<file path="src/rtl/ppr_pkg.sv">
package ppr_pkg;

    localparam int DATA_W   = 32;
    localparam int OFF_W    = 12;
    localparam int IDX_W    = 4;
    localparam logic [DATA_W-1:0] SNOOP_CFG_VALUE = 32'h0000_00F3;

    typedef enum logic [1:0] {
        TGT_SNOOP,
        TGT_IRQIF,
        TGT_TIMER,
        TGT_HOLE
    } tgt_e;

    typedef struct packed {
        tgt_e             tgt;
        logic [IDX_W-1:0] cpu;
        logic             bank;
        logic [7:0]       low;
    } route_t;

    // Page map: 0 snoop, 1 own irq if, 2..1+n direct irq if,
    // 2+n own timers, 3+n..2+2n direct timers, the rest is a hole.
    function automatic route_t route_offset(input logic [OFF_W-1:0] off,
                                            input logic [IDX_W-1:0] own_cpu,
                                            input int ncpu);
        route_t r;
        int     pg;
        pg     = int'(off[11:8]);
        r.tgt  = TGT_HOLE;
        r.cpu  = '0;
        r.bank = off[5];
        r.low  = off[7:0];
        if (pg == 0) begin
            r.tgt = TGT_SNOOP;
        end else if (pg == 1) begin
            r.tgt = TGT_IRQIF;
            r.cpu = own_cpu;
        end else if (pg < 2 + ncpu) begin
            r.tgt = TGT_IRQIF;
            r.cpu = IDX_W'(pg - 2);
        end else if (pg == 2 + ncpu) begin
            r.tgt = TGT_TIMER;
            r.cpu = own_cpu;
        end else if (pg < 3 + 2 * ncpu) begin
            r.tgt = TGT_TIMER;
            r.cpu = IDX_W'(pg - 3 - ncpu);
        end
        return r;
    endfunction

    function automatic logic snoop_fault(input logic [7:0] low, input logic wr);
        case (low)
            8'h00, 8'h0C: return 1'b0;
            8'h04, 8'h08: return wr;
            default:      return 1'b1;
        endcase
    endfunction

endpackage

</file>
<file path="src/rtl/ppr_decode.sv">
module ppr_decode
    import ppr_pkg::*;
#(
    parameter int NCPU  = 4,
    parameter int CPU_W = 2
) (
    input  logic                 req_valid,
    input  logic [OFF_W-1:0]     req_off,
    input  logic [CPU_W-1:0]     req_cpu,
    output route_t               route,
    output logic [NCPU-1:0]      gic_sel,
    output logic [2*NCPU-1:0]    tmr_sel
);
    logic [IDX_W-1:0] own_cpu;

    assign own_cpu = IDX_W'(req_cpu);
    assign route   = route_offset(req_off, own_cpu, NCPU);

    for (genvar c = 0; c < NCPU; c++) begin : g_gic
        assign gic_sel[c] = req_valid && (route.tgt == TGT_IRQIF)
                            && (int'(route.cpu) == c);
    end

    for (genvar k = 0; k < 2 * NCPU; k++) begin : g_tmr
        assign tmr_sel[k] = req_valid && (route.tgt == TGT_TIMER)
                            && (int'(route.cpu) == k / 2)
                            && (int'(route.bank) == k % 2);
    end
endmodule

</file>
<file path="src/rtl/ppr_snoop_regs.sv">
module ppr_snoop_regs
    import ppr_pkg::*;
(
    input  logic              clk,
    input  logic              rst,
    input  logic              hit,
    input  logic              wr,
    input  logic [7:0]        low,
    input  logic              wbit,
    output logic              snoop_en,
    output logic [DATA_W-1:0] rdata,
    output logic              fault
);
    always_ff @(posedge clk) begin
        if (rst) begin
            snoop_en <= 1'b0;
        end else if (hit && wr && low == 8'h00) begin
            snoop_en <= wbit;
        end
    end

    always_comb begin
        fault = snoop_fault(low, wr);
        case (low)
            8'h00:   rdata = {{(DATA_W-1){1'b0}}, snoop_en};
            8'h04:   rdata = SNOOP_CFG_VALUE;
            default: rdata = '0;
        endcase
    end
endmodule

</file>
<file path="src/rtl/ppr_resp_mux.sv">
module ppr_resp_mux
    import ppr_pkg::*;
#(
    parameter int NCPU = 4
) (
    input  logic                     clk,
    input  logic                     rst,
    input  logic                     req_valid,
    input  logic                     req_write,
    input  route_t                   route,
    input  logic [DATA_W-1:0]        snoop_rdata,
    input  logic                     snoop_fault,
    input  logic [NCPU*DATA_W-1:0]   gic_rdata,
    input  logic [2*NCPU*DATA_W-1:0] tmr_rdata,
    output logic                     rsp_valid,
    output logic [DATA_W-1:0]        rsp_rdata,
    output logic                     rsp_err
);
    logic [DATA_W-1:0] pick;
    logic              err_n;

    always_comb begin
        pick  = '0;
        err_n = 1'b0;
        case (route.tgt)
            TGT_SNOOP: begin
                err_n = snoop_fault;
                if (!snoop_fault) pick = snoop_rdata;
            end
            TGT_IRQIF: begin
                for (int c = 0; c < NCPU; c++)
                    if (int'(route.cpu) == c) pick = gic_rdata[c*DATA_W +: DATA_W];
            end
            TGT_TIMER: begin
                for (int k = 0; k < 2 * NCPU; k++)
                    if (int'(route.cpu) * 2 + int'(route.bank) == k)
                        pick = tmr_rdata[k*DATA_W +: DATA_W];
            end
            default: pick = '0;
        endcase
        if (req_write) pick = '0;
    end

    always_ff @(posedge clk) begin
        if (rst) begin
            rsp_valid <= 1'b0;
            rsp_rdata <= '0;
            rsp_err   <= 1'b0;
        end else begin
            rsp_valid <= req_valid;
            rsp_rdata <= req_valid ? pick : '0;
            rsp_err   <= req_valid && err_n;
        end
    end
endmodule

</file>
<file path="src/rtl/ppr_irq_route.sv">
module ppr_irq_route #(
    parameter int NCPU = 4
) (
    input  logic [2*NCPU-1:0] tmr_irq,
    output logic [NCPU-1:0]   cpu_tick_irq,
    output logic [NCPU-1:0]   cpu_wdog_irq
);
    for (genvar c = 0; c < NCPU; c++) begin : g_cpu
        assign cpu_tick_irq[c] = tmr_irq[2*c];
        assign cpu_wdog_irq[c] = tmr_irq[2*c+1];
    end
endmodule

</file>
<file path="src/rtl/priv_region_router.sv">
module priv_region_router
    import ppr_pkg::*;
#(
    parameter int NCPU  = 4,
    parameter int CPU_W = $clog2(NCPU)
) (
    input  logic                     clk,
    input  logic                     rst,
    input  logic                     req_valid,
    input  logic                     req_write,
    input  logic [11:0]              req_off,
    input  logic [31:0]              req_wdata,
    input  logic [CPU_W-1:0]         req_cpu,
    output logic [NCPU-1:0]          gic_sel,
    output logic [7:0]               gic_off,
    output logic [2*NCPU-1:0]        tmr_sel,
    output logic [3:0]               tmr_reg,
    output logic                     tgt_write,
    output logic [31:0]              tgt_wdata,
    input  logic [32*NCPU-1:0]       gic_rdata,
    input  logic [64*NCPU-1:0]       tmr_rdata,
    input  logic [2*NCPU-1:0]        tmr_irq,
    output logic [NCPU-1:0]          cpu_tick_irq,
    output logic [NCPU-1:0]          cpu_wdog_irq,
    output logic                     snoop_en,
    output logic                     rsp_valid,
    output logic [31:0]              rsp_rdata,
    output logic                     rsp_err
);
    route_t            route;
    logic [DATA_W-1:0] snoop_rdata;
    logic              snoop_flt;

    ppr_decode #(.NCPU(NCPU), .CPU_W(CPU_W)) u_decode (
        .req_valid (req_valid),
        .req_off   (req_off),
        .req_cpu   (req_cpu),
        .route     (route),
        .gic_sel   (gic_sel),
        .tmr_sel   (tmr_sel)
    );

    ppr_snoop_regs u_snoop (
        .clk      (clk),
        .rst      (rst),
        .hit      (req_valid && route.tgt == TGT_SNOOP),
        .wr       (req_write),
        .low      (route.low),
        .wbit     (req_wdata[0]),
        .snoop_en (snoop_en),
        .rdata    (snoop_rdata),
        .fault    (snoop_flt)
    );

    ppr_resp_mux #(.NCPU(NCPU)) u_resp (
        .clk         (clk),
        .rst         (rst),
        .req_valid   (req_valid),
        .req_write   (req_write),
        .route       (route),
        .snoop_rdata (snoop_rdata),
        .snoop_fault (snoop_flt),
        .gic_rdata   (gic_rdata),
        .tmr_rdata   (tmr_rdata),
        .rsp_valid   (rsp_valid),
        .rsp_rdata   (rsp_rdata),
        .rsp_err     (rsp_err)
    );

    ppr_irq_route #(.NCPU(NCPU)) u_irq (
        .tmr_irq      (tmr_irq),
        .cpu_tick_irq (cpu_tick_irq),
        .cpu_wdog_irq (cpu_wdog_irq)
    );

    assign gic_off   = route.low;
    assign tmr_reg   = route.low[3:0];
    assign tgt_write = req_valid && req_write;
    assign tgt_wdata = req_wdata;
endmodule

</file>
<file path="config.mk">
export PLATFORM = sky130hd
export DESIGN_NAME = priv_region_router
export DESIGN_NICKNAME = d
export VERILOG_FILES = /design/src/rtl/ppr_pkg.sv /design/src/rtl/ppr_decode.sv /design/src/rtl/ppr_snoop_regs.sv /design/src/rtl/ppr_resp_mux.sv /design/src/rtl/ppr_irq_route.sv /design/src/rtl/priv_region_router.sv
export SDC_FILE = /design/constraint.sdc
export NUM_CORES = 1
export LEC_CHECK = 0
export ABC_AREA = 1
export BUFFER_PORTS_ARGS = -buffer_cell sky130_fd_sc_hd__buf_2
export CORE_AREA = 8 8 203 205
export DETAILED_ROUTE_END_ITERATION = 6
export DIE_AREA = 0 0 211 213
export GPL_TIMING_DRIVEN = 0
export SETUP_SLACK_MARGIN = 0.5
export SLEW_MARGIN = 40
export SYNTH_ARGS = -nofsm -noshare
export SYNTH_HDL_FRONTEND = slang
export SYNTH_SLANG_ARGS = --single-unit
</file>
<file path="constraint.sdc">
create_clock -name clk -period 5.5 [get_ports clk]
set_input_delay 1.375 -clock clk [delete_from_list [all_inputs] [get_ports clk]]
set_output_delay 1.375 -clock clk [all_outputs]
set_load 0.005 [all_outputs]
</file>
==> results.md, run 1 <==
- Outcome: complete, no violations
- Routed vias/inst: 4.298
- Ys flop type: dfxtp_1
- Drt drc: 0
- Yosys warns: 0
- Via count of the routed design: 8872
- Netlist cell types: 36
- Area of the mapped netlist: ~5600 µm²
- Final period util: 88.54%
- FMAX: 205.4 MHz
- Post-synth ARST share: 0%
- Area growth from synthesis to layout: 60.56%
- Boundary Pins: 542
- Final Worst Setup Slack: 0.6305 ns
- Number of global-route vias before repair: 8927
- Slew Viols, Final: 0
- Clock sinks: 35
- Routed wire length per instance: a little over 20 µm
- # rows: 72
- CTS Hold Bufs: 0
- Seq cells post-synth: 35
- Hpwl dp: 37710 µm
- Worst vdd ir: around 91 µV
- Crit Reg-Reg Startpoint: u_snoop.snoop_en
- Max-Cap Viols: 0
- R2r endpoint: u_resp.rsp_rdata[0]
- R2R Setup Slk: 4.21 ns
- Hold path start: u_snoop.snoop_en
- Largest net degree at the start of global routing: 13
- Starting Density: 14.80%
- CTS clk-pin slew, worst paths: 0.06 ns
- Final wirelength: 42460 µm
- Hold_ws: 0.4853 ns
- Tightest Pin Transition: 0.7166 ns
- Syn Area/Cell: 5.468 µm²
- Die Y: 213 µm
- Post-synth top cells: nand2_1, o21ai_0, inv_1
- Syn Inst Count: 1031
- Unrepaired setup endpoints after global routing: yes
- Final setup vio count: 0
- Critical path launch point type: input port
- Hold crit path type: reg -> reg
- Die ar.: roughly 45000 µm²
- Gr usage total: 17.41%
- Pre-CTS setup slack: -0.01849 ns
- Wire length on met2: 19710 µm
- Met3 WL: about 3500 µm
- Pwr per Cell Area: 167.3 nW/µm²
- CTS tree: done
- CP Data Required Time: just over 4 ns
- Die Span X: between 200 and 250 µm
- Gr ovfl total: 0
- Hold Path Stages: 2
- Dominant cell by count in the synthesized netlist: nand2_1
- Synth top area cells: nand2_1, dfxtp_1, o21ai_0, buf_4, inv_1
- IO buf count: 502
- Filler instances: 4493
- Fraction of layout cells with a size suffix above 1: 42.14%
- Yosys top cell area share: a little under a quarter
- Drt first pass iters: 6
- Final nets: 1992
- Post-layout total power: 1515 µW
- Register area share after synthesis: 12.43%
- Worst Setup Path Type: in -> out
- Number of CTS-inserted buffers: 5
- Hold worst-path end: u_snoop.snoop_en
- Placer Congestion: 1.028
- Clock buffer depth: 2
- Clk root buf: clkbuf_16
- Synth area leader: nand2_1
- Clk_lat worst skew: 0.30 ns
- Global-route wire length before repair: roughly 58000 µm
- Htree depth: 2
- Met1 WL: 17470 µm
- Initial antenna violation count: 5
- Core area: 38110 µm²
- Uppermost layer routed: met5
- Max FO, Critical Path: 10
- Initial drt markers: 666
- Post-synth EDFFs: 0
- Leak: roughly 0.0051 µW
- Final ANT Viol Nets: 0
- Min Clock Period, post-route: 4.870 ns
- Crit end category: primary output
- Critical Path AT: 3.49 ns
- Relative slew margins: 52.23%
- Final hold vios: 0
- Syn nets: 1479
- Worst Clk Skew: 0.004011 ns
- R2R cell count: 4
-- final cells by class --
type                       count  area (µm²)  area share [%]
multi-input combinational    787        3867           42.72
timing repair buffer         506        2546           28.13
buffer                       118       770.7           8.514
sequential                    35       700.7           7.740
tap                          518       648.1           7.160
inverter                      91       347.8           3.842
clock buffer                   5       125.1           1.382
clock inverter                 3       43.79          0.4838
antenna                        1       2.502         0.02764
-- layer usage --
layer / GRT usage, % / up-vias
li1: - / 4311
met1: 21.29 / 4000
met2: 29.03 / 485
met3: 4.477 / 70
met4: 6.612 / 6
met5: 0 / -
-- stage by stage --
step / TNS [ns] / area [µm²] / instances / util [%]
after floorplan: 0 / 5638 / 1031 / -
after global placement: 0 / 8798 / 2051 / 23.09
after detailed placement: -0.01849 / 8800 / 2051 / 23.09
after CTS: 0 / 8991 / 2061 / 23.59
after global routing: 0 / 9052 / 2064 / 23.76
final: 0 / 9052 / 2064 / 23.76
-- worst max-delay path, stage by stage --
cell     delay [ns]
buf_2          0.15
inv_1          0.12
ha_1           0.31
nand2_1        0.05
nand3_1        0.07
nand2_1        0.08
a21oi_4        0.23
nor2b_4        0.30
nand2_8        0.11
nor2_4         0.13
inv_2          0.10
buf_4          0.19
nor2_1         0.09
buf_2          0.15
-- power by group --
part	leakage [µW]	internal [µW]	switching [µW]
logic	0.00476	339	577
registers	0.000283	261	1.93
clock network	0.0000838	214	122
total	0.00513	813	701
-- flip-flops by register name (all words and copies together), names as in the netlist --
name,cells
u_resp.rsp_err,1
u_resp.rsp_rdata,32
u_resp.rsp_valid,1
u_snoop.snoop_en,1
-- kinds of logic (layout without fill, tap and decap cells) --
| logic type | Yosys count | in the layout | share of synthesized area, % |
|---|---|---|---|
| AO/OA/AOI/OAI | 228 | 228 | 23.01 |
| XOR/XNOR | 1 | 1 | 0.1554 |
| adder cells (fa/ha/maj) | 6 | 6 | 1.332 |
| buffers and inverters | 209 | 723 | 19.57 |
| flip-flops | 35 | 35 | 12.43 |
| other | 0 | 1 | 0 |
| AND/OR/NAND/NOR | 552 | 552 | 43.50 |
-- worst max-delay path by stage --
stage               cells after the start    endpoint  slack, ns        start
global placement                       15  tmr_sel[7]       0.02   req_off[8]
CTS                                    14  tmr_sel[7]       0.42   req_off[9]
floorplan                              12  gic_sel[3]       1.13  req_off[10]
detailed placement                     15  tmr_sel[7]      -0.02   req_off[8]
global route                           14  tmr_sel[7]       0.45   req_off[9]
finish                                 14  tmr_sel[7]       0.63   req_off[9]
-- cells in the final DEF (no fill, tap or decap), types with 29 or more instances in the layout --
cell / Yosys / routed
a22oi_1: 29 / 29
nand3_1: 49 / 48
nor2_1: 83 / 81
nand2_1: 345 / 345
o21ai_0: 115 / 115
inv_1: 84 / 83
buf_2: 19 / 520
dfxtp_1: 35 / 35
a21oi_1: 36 / 36
buf_4: 62 / 68
-- timing repair --
action,CTS,global route
setup endpoints to repair,6,8
gates resized for setup,5,16
pin swaps,1,2
buffers inserted,2,2
No activity file was read; power rests on OpenSTA's default activity.
==> inputs of run 2 (changes only) <==
BUFFER_PORTS_ARGS = default   (was -buffer_cell sky130_fd_sc_hd__buf_2)
CORE_AREA = 2 2 212 214   (was 8 8 203 205)
DIE_AREA = 0 0 214 216   (was 0 0 211 213)
DONT_BUFFER_PORTS = 1   (was default)
==> run 2 against run 1 <==
Net effect:
- sequential share of layout area rose by 2.9 points
- via count is 19% lower
- clock power shrank 8.9%
- worst hold slack improved by 0.024 ns
- critical path depth decreased by 6
- global-route usage decreased by 1.1 points
- power decreased by 12%
- non-clock buffer count fell by 504
- design area decreased by 27%
- core utilization shrank 8.8 points
- routed wire length is 6.2% lower
==> results.md, run 2 (synthesized netlist as in run 1, its figures left out) <==
- Area growth from synthesis to layout: 16.58%
- Clk root buf: clkbuf_16
- Tightest Pin Transition: 0.8370 ns (+0.1204 ns)
- Routed wire length per instance: 24.29 µm (+18%)
- Placer Congestion: 0.9160 (-11%)
- Multi-input logic area: 3844 µm² (-0.61%)
- # rows: 77 (+6.9%)
- Final setup vio count: 0 (unchanged)
- Max FO, Critical Path: 10 (unchanged)
- Clock buffer depth: 2 (unchanged)
- Worst Clk Skew: 0.002739 ns (-0.001272 ns)
- Core area: 43840 µm² (+15%)
- Die Span X: 214 µm (+1.4%)
- Largest register FFs: 32 (unchanged)
- Fraction of layout cells with a size suffix above 1: 14.12% (-28 points)
- Global-route wire length before repair: 52430 µm (-9.4%)
- Clock power frac: 22.8% (+0.6 points)
- Top reg by flops: u_resp.rsp_rdata
- Initial drt markers: 608 (-8.7%)
- Final Worst Setup Slack: 0.6476 ns (+0.01710 ns)
- Outcome: complete, no violations
- Reg power frac: 19.8% (+2.5 points)
- Gr ovfl total: 0 (unchanged)
- Min Clock Period, post-route: 4.852 ns (-0.01710 ns)
- CP Data Required Time: 4.12 ns (about the same)
- Crit end category: primary output
- Reg area: 700.7 µm² (unchanged)
- IO buf count: 0 (-100%)
- Drt first pass iters: 5 (-1)
- Routed vias/inst: 4.381 (+1.9%)
- Critical Path AT: 3.48 ns (about the same)
- Relative slew margins: 44.20% (-8.0 points)
- Clk_lat worst skew: 0.30 ns (about the same)
- Worst Setup Path Type: in -> out
- Final ANT Viol Nets: 0 (unchanged)
- Die ar.: 46220 µm² (+2.9%)
- Kind of cell adding the most delay to the critical path: simple AND/OR/NAND/NOR gates
- Boundary Pins: 542 (unchanged)
- Slew Viols, Final: 0 (unchanged)
- Gr usage total: 16.34% (-1.1 points)
- Hold_ws: 0.5092 ns (+0.02387 ns)
- FMAX: 206.1 MHz (+0.35%)
- Final nets: 1488 (-25%)
- Critical path launch point type: input port
- Hpwl dp: 34890 µm (-7.5%)
- CTS tree: done
- Largest net degree at the start of global routing: 14 (+1)
- Unrepaired setup endpoints after global routing: yes
- Pwr per Cell Area: 203.6 nW/µm² (+22%)
- CTS clk-pin slew, worst paths: 0.07 ns (about the same)
- Final hold vios: 0 (unchanged)
- Max-Cap Viols: 0 (unchanged)
- Critical Path Slowest Stage Cell: nor2_2
- Via count of the routed design: 7180 (-19%)
- Filler instances: 5215 (+16%)
- Internal Power: 649.0 µW (-20%)
- Final period util: 88.23% (-0.31 points)
- Initial antenna violation count: 11 (+6)
- Worst vdd ir: 99.98 µV (+9.5%)
- Pre-CTS setup slack: -0.02926 ns (-0.01077 ns)
- Most common cell after layout, fill and taps aside: nand2_1
- Sw Ratio: 51.51% (+5.2 points)
- Final wirelength: 39820 µm (-6.2%)
- Die Y: 216 µm (+1.4%)
- Cells along the critical path: inv_1 > ha_1 > nand2_1 > inv_1 > nor2_2 > clkbuf_2 > nand2_1 > nor2_2
- Clock sinks: 35 (unchanged)
- Number of global-route vias before repair: 6696 (-25%)
- Sw power: 689.4 µW (-1.7%)
- Starting Density: 12.86% (-1.9 points)
- Gate power share: 57.4% (-3.1 points)
- Drt drc: 0 (unchanged)
- Slowest stage delay, CP: 0.38 ns (+0.07 ns)
- Crit path buffers/inverters: 3 (-2)
- Commonest cells after routing, fill and taps aside: nand2_1, o21ai_0, inv_1
- Leak: 0.003054 µW (-40%)
- Hold crit path type: reg -> reg
- Number of CTS-inserted buffers: 5 (unchanged)
- Htree depth: 2 (unchanged)
==> run 2: cell count changes in the layout (fill, tap and decap cells not counted), sizes merged <==
cell | previous run | this run
buf | 598 | 93
diode | 1 | 6
bufinv | 1 | 0
clkbuf | 31 | 32
clkinv | 3 | 2
clkinvlp | 0 | 1
inv | 90 | 91
==> run 2: tightest hold or removal path, stage by stage (launching register included) <==
cell     delay [ns]
dfxtp_1        0.34
nand2_1        0.07
a21oi_1        0.05
==> run 2: per-layer routing <==
layer	track usage, %	vias to the layer above	part of all wire (%)
met2	26.73	532	45
li1	-	3317	-
met4	5.268	6	3.3
met3	4.087	54	8.8
met1	20.96	3271	42
met5	0	-	0.085
==> run 2: power by group through the flow <==
stage / logic [µW] / registers, µW / clock network (µW)
2_1_floorplan: 451 / 269 / 0
3_3_place_gp: 780 / 270 / 0
3_5_place_dp: 780 / 270 / 0
4_1_cts: 786 / 265 / 314
5_1_grt: 845 / 265 / 322
6_report: 768 / 265 / 306
==> run 2: timing repair <==
item / CTS / global route
hold buffers: 0 / 0
setup buffers: 2 / 0
pin swaps: 1 / 0
gates resized for setup: 4 / 3
endpoints found under the setup margin: 6 / 3
==> run 2: worst paths after layout <==
kind	startpoint	endpoint	slack, ns	cells past startpoint
max	req_off[9]	gic_sel[3]	0.65	8
min	u_snoop.snoop_en	u_snoop.snoop_en	0.51	2
max reg2reg	u_snoop.snoop_en	u_resp.rsp_rdata[0]	4.10	4
min reg2reg	u_snoop.snoop_en	u_snoop.snoop_en	0.51	2
==> run 2: layout make-up <==
class / count / area share [%]
clock buffers: 5 / 1.904
diodes: 6 / 0.2284
well taps: 592 / 11.27
flip-flops and latches: 35 / 10.66
inverters: 91 / 5.235
plain buffers: 118 / 11.61
clock inverters: 3 / 0.3807
multi-input cells: 787 / 58.48
repair buffers: 2 / 0.2284
==> run 2: metrics by stage <==
step	setup TNS [ns]	cell area (µm²)	total power, µW	cells	utilization (%)
after floorplan	0	5638	720.1	1031	-
after global placement	-0.1726	6379	1051	1623	14.55
after detailed placement	-0.02926	6380	1050	1623	14.55
after CTS	0	6554	1364	1633	14.95
after global routing	0	6563	1432	1635	14.97
final	0	6573	1338	1639	14.99
==> inputs of run 3 (changes only) <==
--- a/config.mk
+++ b/config.mk
@@ -18 +18,2 @@
 export SYNTH_SLANG_ARGS = --single-unit
+export TNS_END_PERCENT = 10
==> constraint.sdc (replaced) <==
create_clock -name clk -period 5.5 [get_ports clk]
set_input_delay 0.55 -clock clk [delete_from_list [all_inputs] [get_ports clk]]
set_output_delay 0.55 -clock clk [all_outputs]
set_load 0.005 [all_outputs]
==> run 3 against run 2 <==
Net effect:
- maximum frequency increased by 34%
- core utilization fell by 0.057 points
- sequential power about the same
- global-route usage is essentially flat
- power fell by 0.74%
- routed wire length is 0.44% lower
- largest cell class unchanged
==> results.md, run 3 (synthesized netlist as in run 1, its figures left out) <==
- Sw Ratio: 51.34% (-0.17 points)
- Top reg by flops: u_resp.rsp_rdata
- Gr usage total: 16.30% (-0.039 points)
- Final wirelength: 39640 µm (-0.44%)
- Final nets: 1486 (-0.13%)
- Final setup vio count: 0 (unchanged)
- Clk_lat worst skew: 0.30 ns (about the same)
- Largest net degree at the start of global routing: 14 (unchanged)
- Reg area: 700.7 µm² (unchanged)
- Min Clock Period, post-route: 3.634 ns (-1.219 ns)
- Setup TNS Final: 0 ns (unchanged)
- IO buf count: 0 (unchanged)
- Drt first pass iters: 5 (unchanged)
- Worst setup path start: req_off[9]
- Clock power frac: 22.9% (about the same)
- Most common cell after layout, fill and taps aside: nand2_1
- Hold path start: rst
- Internal Power: 646.5 µW (-0.39%)
- Initial antenna violation count: 11 (unchanged)
- Global-route wire length before repair: 52330 µm (-0.20%)
- Routed wire length per instance: 24.20 µm (-0.38%)
- Pre-CTS setup slack: 1.561 ns (+1.591 ns)
- Final period util: 66.06% (-22 points)
- Reg power frac: 19.9% (about the same)
- Fraction of layout cells with a size suffix above 1: 13.38% (-0.74 points)
- Critical path launch point type: input port
- # rows: 77 (unchanged)
- Max FO, Critical Path: 10 (unchanged)
- Number of CTS-inserted buffers: 5 (unchanged)
- Drt drc: 0 (unchanged)
- Initial drt markers: 598 (-1.6%)
- Crit Reg-Reg Startpoint: u_snoop.snoop_en
- CTS Hold Bufs: 0 (unchanged)
- Critical Path AT: 3.08 ns (-0.40 ns)
- Htree depth: 2 (unchanged)
- Die Span X: 214 µm (unchanged)
- Via count of the routed design: 7050 (-1.8%)
- CTS tree: done
- Hpwl dp: 34890 µm (unchanged)
- Final ANT Viol Nets: 0 (unchanged)
- Area growth from synthesis to layout: 16.13%
- Post-CTS sizing: 0 (-4)
- Placer Congestion: 0.9160 (unchanged)
- Slew Viols, Final: 0 (unchanged)
- Outcome: complete, no violations
- Final hold vios: 0 (unchanged)
- Die Y: 216 µm (unchanged)
- Worst vdd ir: 98.46 µV (-1.5%)
- Largest register FFs: 32 (unchanged)
- CP Data Required Time: 4.95 ns (+0.83 ns)
- Leak: 0.003038 µW (-0.50%)
- FMAX: 275.2 MHz (+34%)
- Unrepaired setup endpoints after global routing: no
- Gr ovfl total: 0 (unchanged)
- Max-Cap Viols: 0 (unchanged)
- Boundary Pins: 542 (unchanged)
- Worst Setup Path Type: in -> out
- Crit end category: primary output
- Pwr per Cell Area: 202.9 nW/µm² (-0.36%)
- CTS clk-pin slew, worst paths: 0.07 ns (about the same)
- Multi-input logic area: 3834 µm² (-0.26%)
- Filler instances: 5213 (-0.038%)
- Clock buffer depth: 2 (unchanged)
- Relative slew margins: 45.36% (+1.2 points)
- Starting Density: 12.86% (unchanged)
- Commonest cells after routing, fill and taps aside: nand2_1, o21ai_0, inv_1
- Hold crit path type: in -> reg
- Slowest stage delay, CP: 0.56 ns (+0.18 ns)
- Die ar.: 46220 µm² (unchanged)
- Core area: 43840 µm² (unchanged)
- Cells along the critical path: inv_1 > ha_1 > nand2_1 > inv_1 > nor2_1 > clkbuf_1 > nand2_1 > nor2_1
- Post-CTS Setup Repair Bufs: 0 (-2)
- Routed vias/inst: 4.304 (-1.8%)
- Number of global-route vias before repair: 6695 (-0.015%)
- Tightest Pin Transition: 0.8196 ns (-0.01732 ns)
- Critical Path Slowest Stage Cell: clkbuf_1
- Clk root buf: clkbuf_16
- Final Worst Setup Slack: 1.866 ns (+1.219 ns)
- Worst Clk Skew: 0.003436 ns (+0.0006964 ns)
- Clock sinks: 35 (unchanged)
- Sw power: 682.0 µW (-1.1%)
- Gate power share: 57.2% (-0.2 points)
run 3: cell types whose count changed in the layout (fill, tap and decap cells not counted):
cell | before | now
buf_4 | 64 | 62
clkbuf_1 | 25 | 27
clkbuf_2 | 2 | 0
diode_2 | 6 | 7
nor2_1 | 79 | 83
nor2_2 | 8 | 4
run 3: cell type report:
class / instances / share of cell area (%)
diodes: 7 / 0.2675
plain buffers: 118 / 11.62
clock buffers: 5 / 1.911
clock inverters: 3 / 0.3822
inverters: 91 / 5.255
multi-input cells: 787 / 58.55
flip-flops and latches: 35 / 10.70
well taps: 592 / 11.31
run 3: stage by stage:
stage	total power [µW]	hold WS (ns)	area [µm²]	utilization [%]	std cells
after floorplan	720.1	0.4623	5638	-	1031
after global placement	1051	0.5014	6379	14.55	1623
after detailed placement	1050	0.5009	6380	14.55	1623
after CTS	1360	0.3026	6530	14.90	1631
after global routing	1428	0.3062	6535	14.91	1633
final	1329	0.3105	6548	14.94	1638
run 3: worst max-delay path, delay by kind of cell:
| kind | cells | cell delay [ns] |
|---|---|---|
| buf+inv | 3 | 0.85 |
| fa+ha+maj | 1 | 0.21 |
| simple gates | 4 | 1.46 |
run 3: path summary, 6_finish.rpt:
kind	endpoint	slack [ns]	cells after the start
worst min-delay path	u_snoop.snoop_en	0.31	1
worst max register to register	u_resp.rsp_rdata[0]	4.22	4
worst min register to register	u_snoop.snoop_en	0.51	2
worst max-delay path	gic_sel[3]	1.87	8
run 3: power by group through the flow:
stage | logic, µW | clock network (µW) | registers (µW)
floorplan | 451 | 0 | 269
global placement | 780 | 0 | 270
detailed placement | 780 | 0 | 270
CTS | 782 | 314 | 265
global route | 841 | 322 | 265
finish | 760 | 304 | 265
run 3: per-layer routing:
metal	GRT usage, %	share of wire, %	routed length (µm)	vias up
met5	0	0.053	21	-
met3	4.087	8.5	3373	44
met2	26.47	46	18040	491
met1	20.95	43	16990	3196
li1	-	-	-	3315
met4	5.548	3.1	1213	4
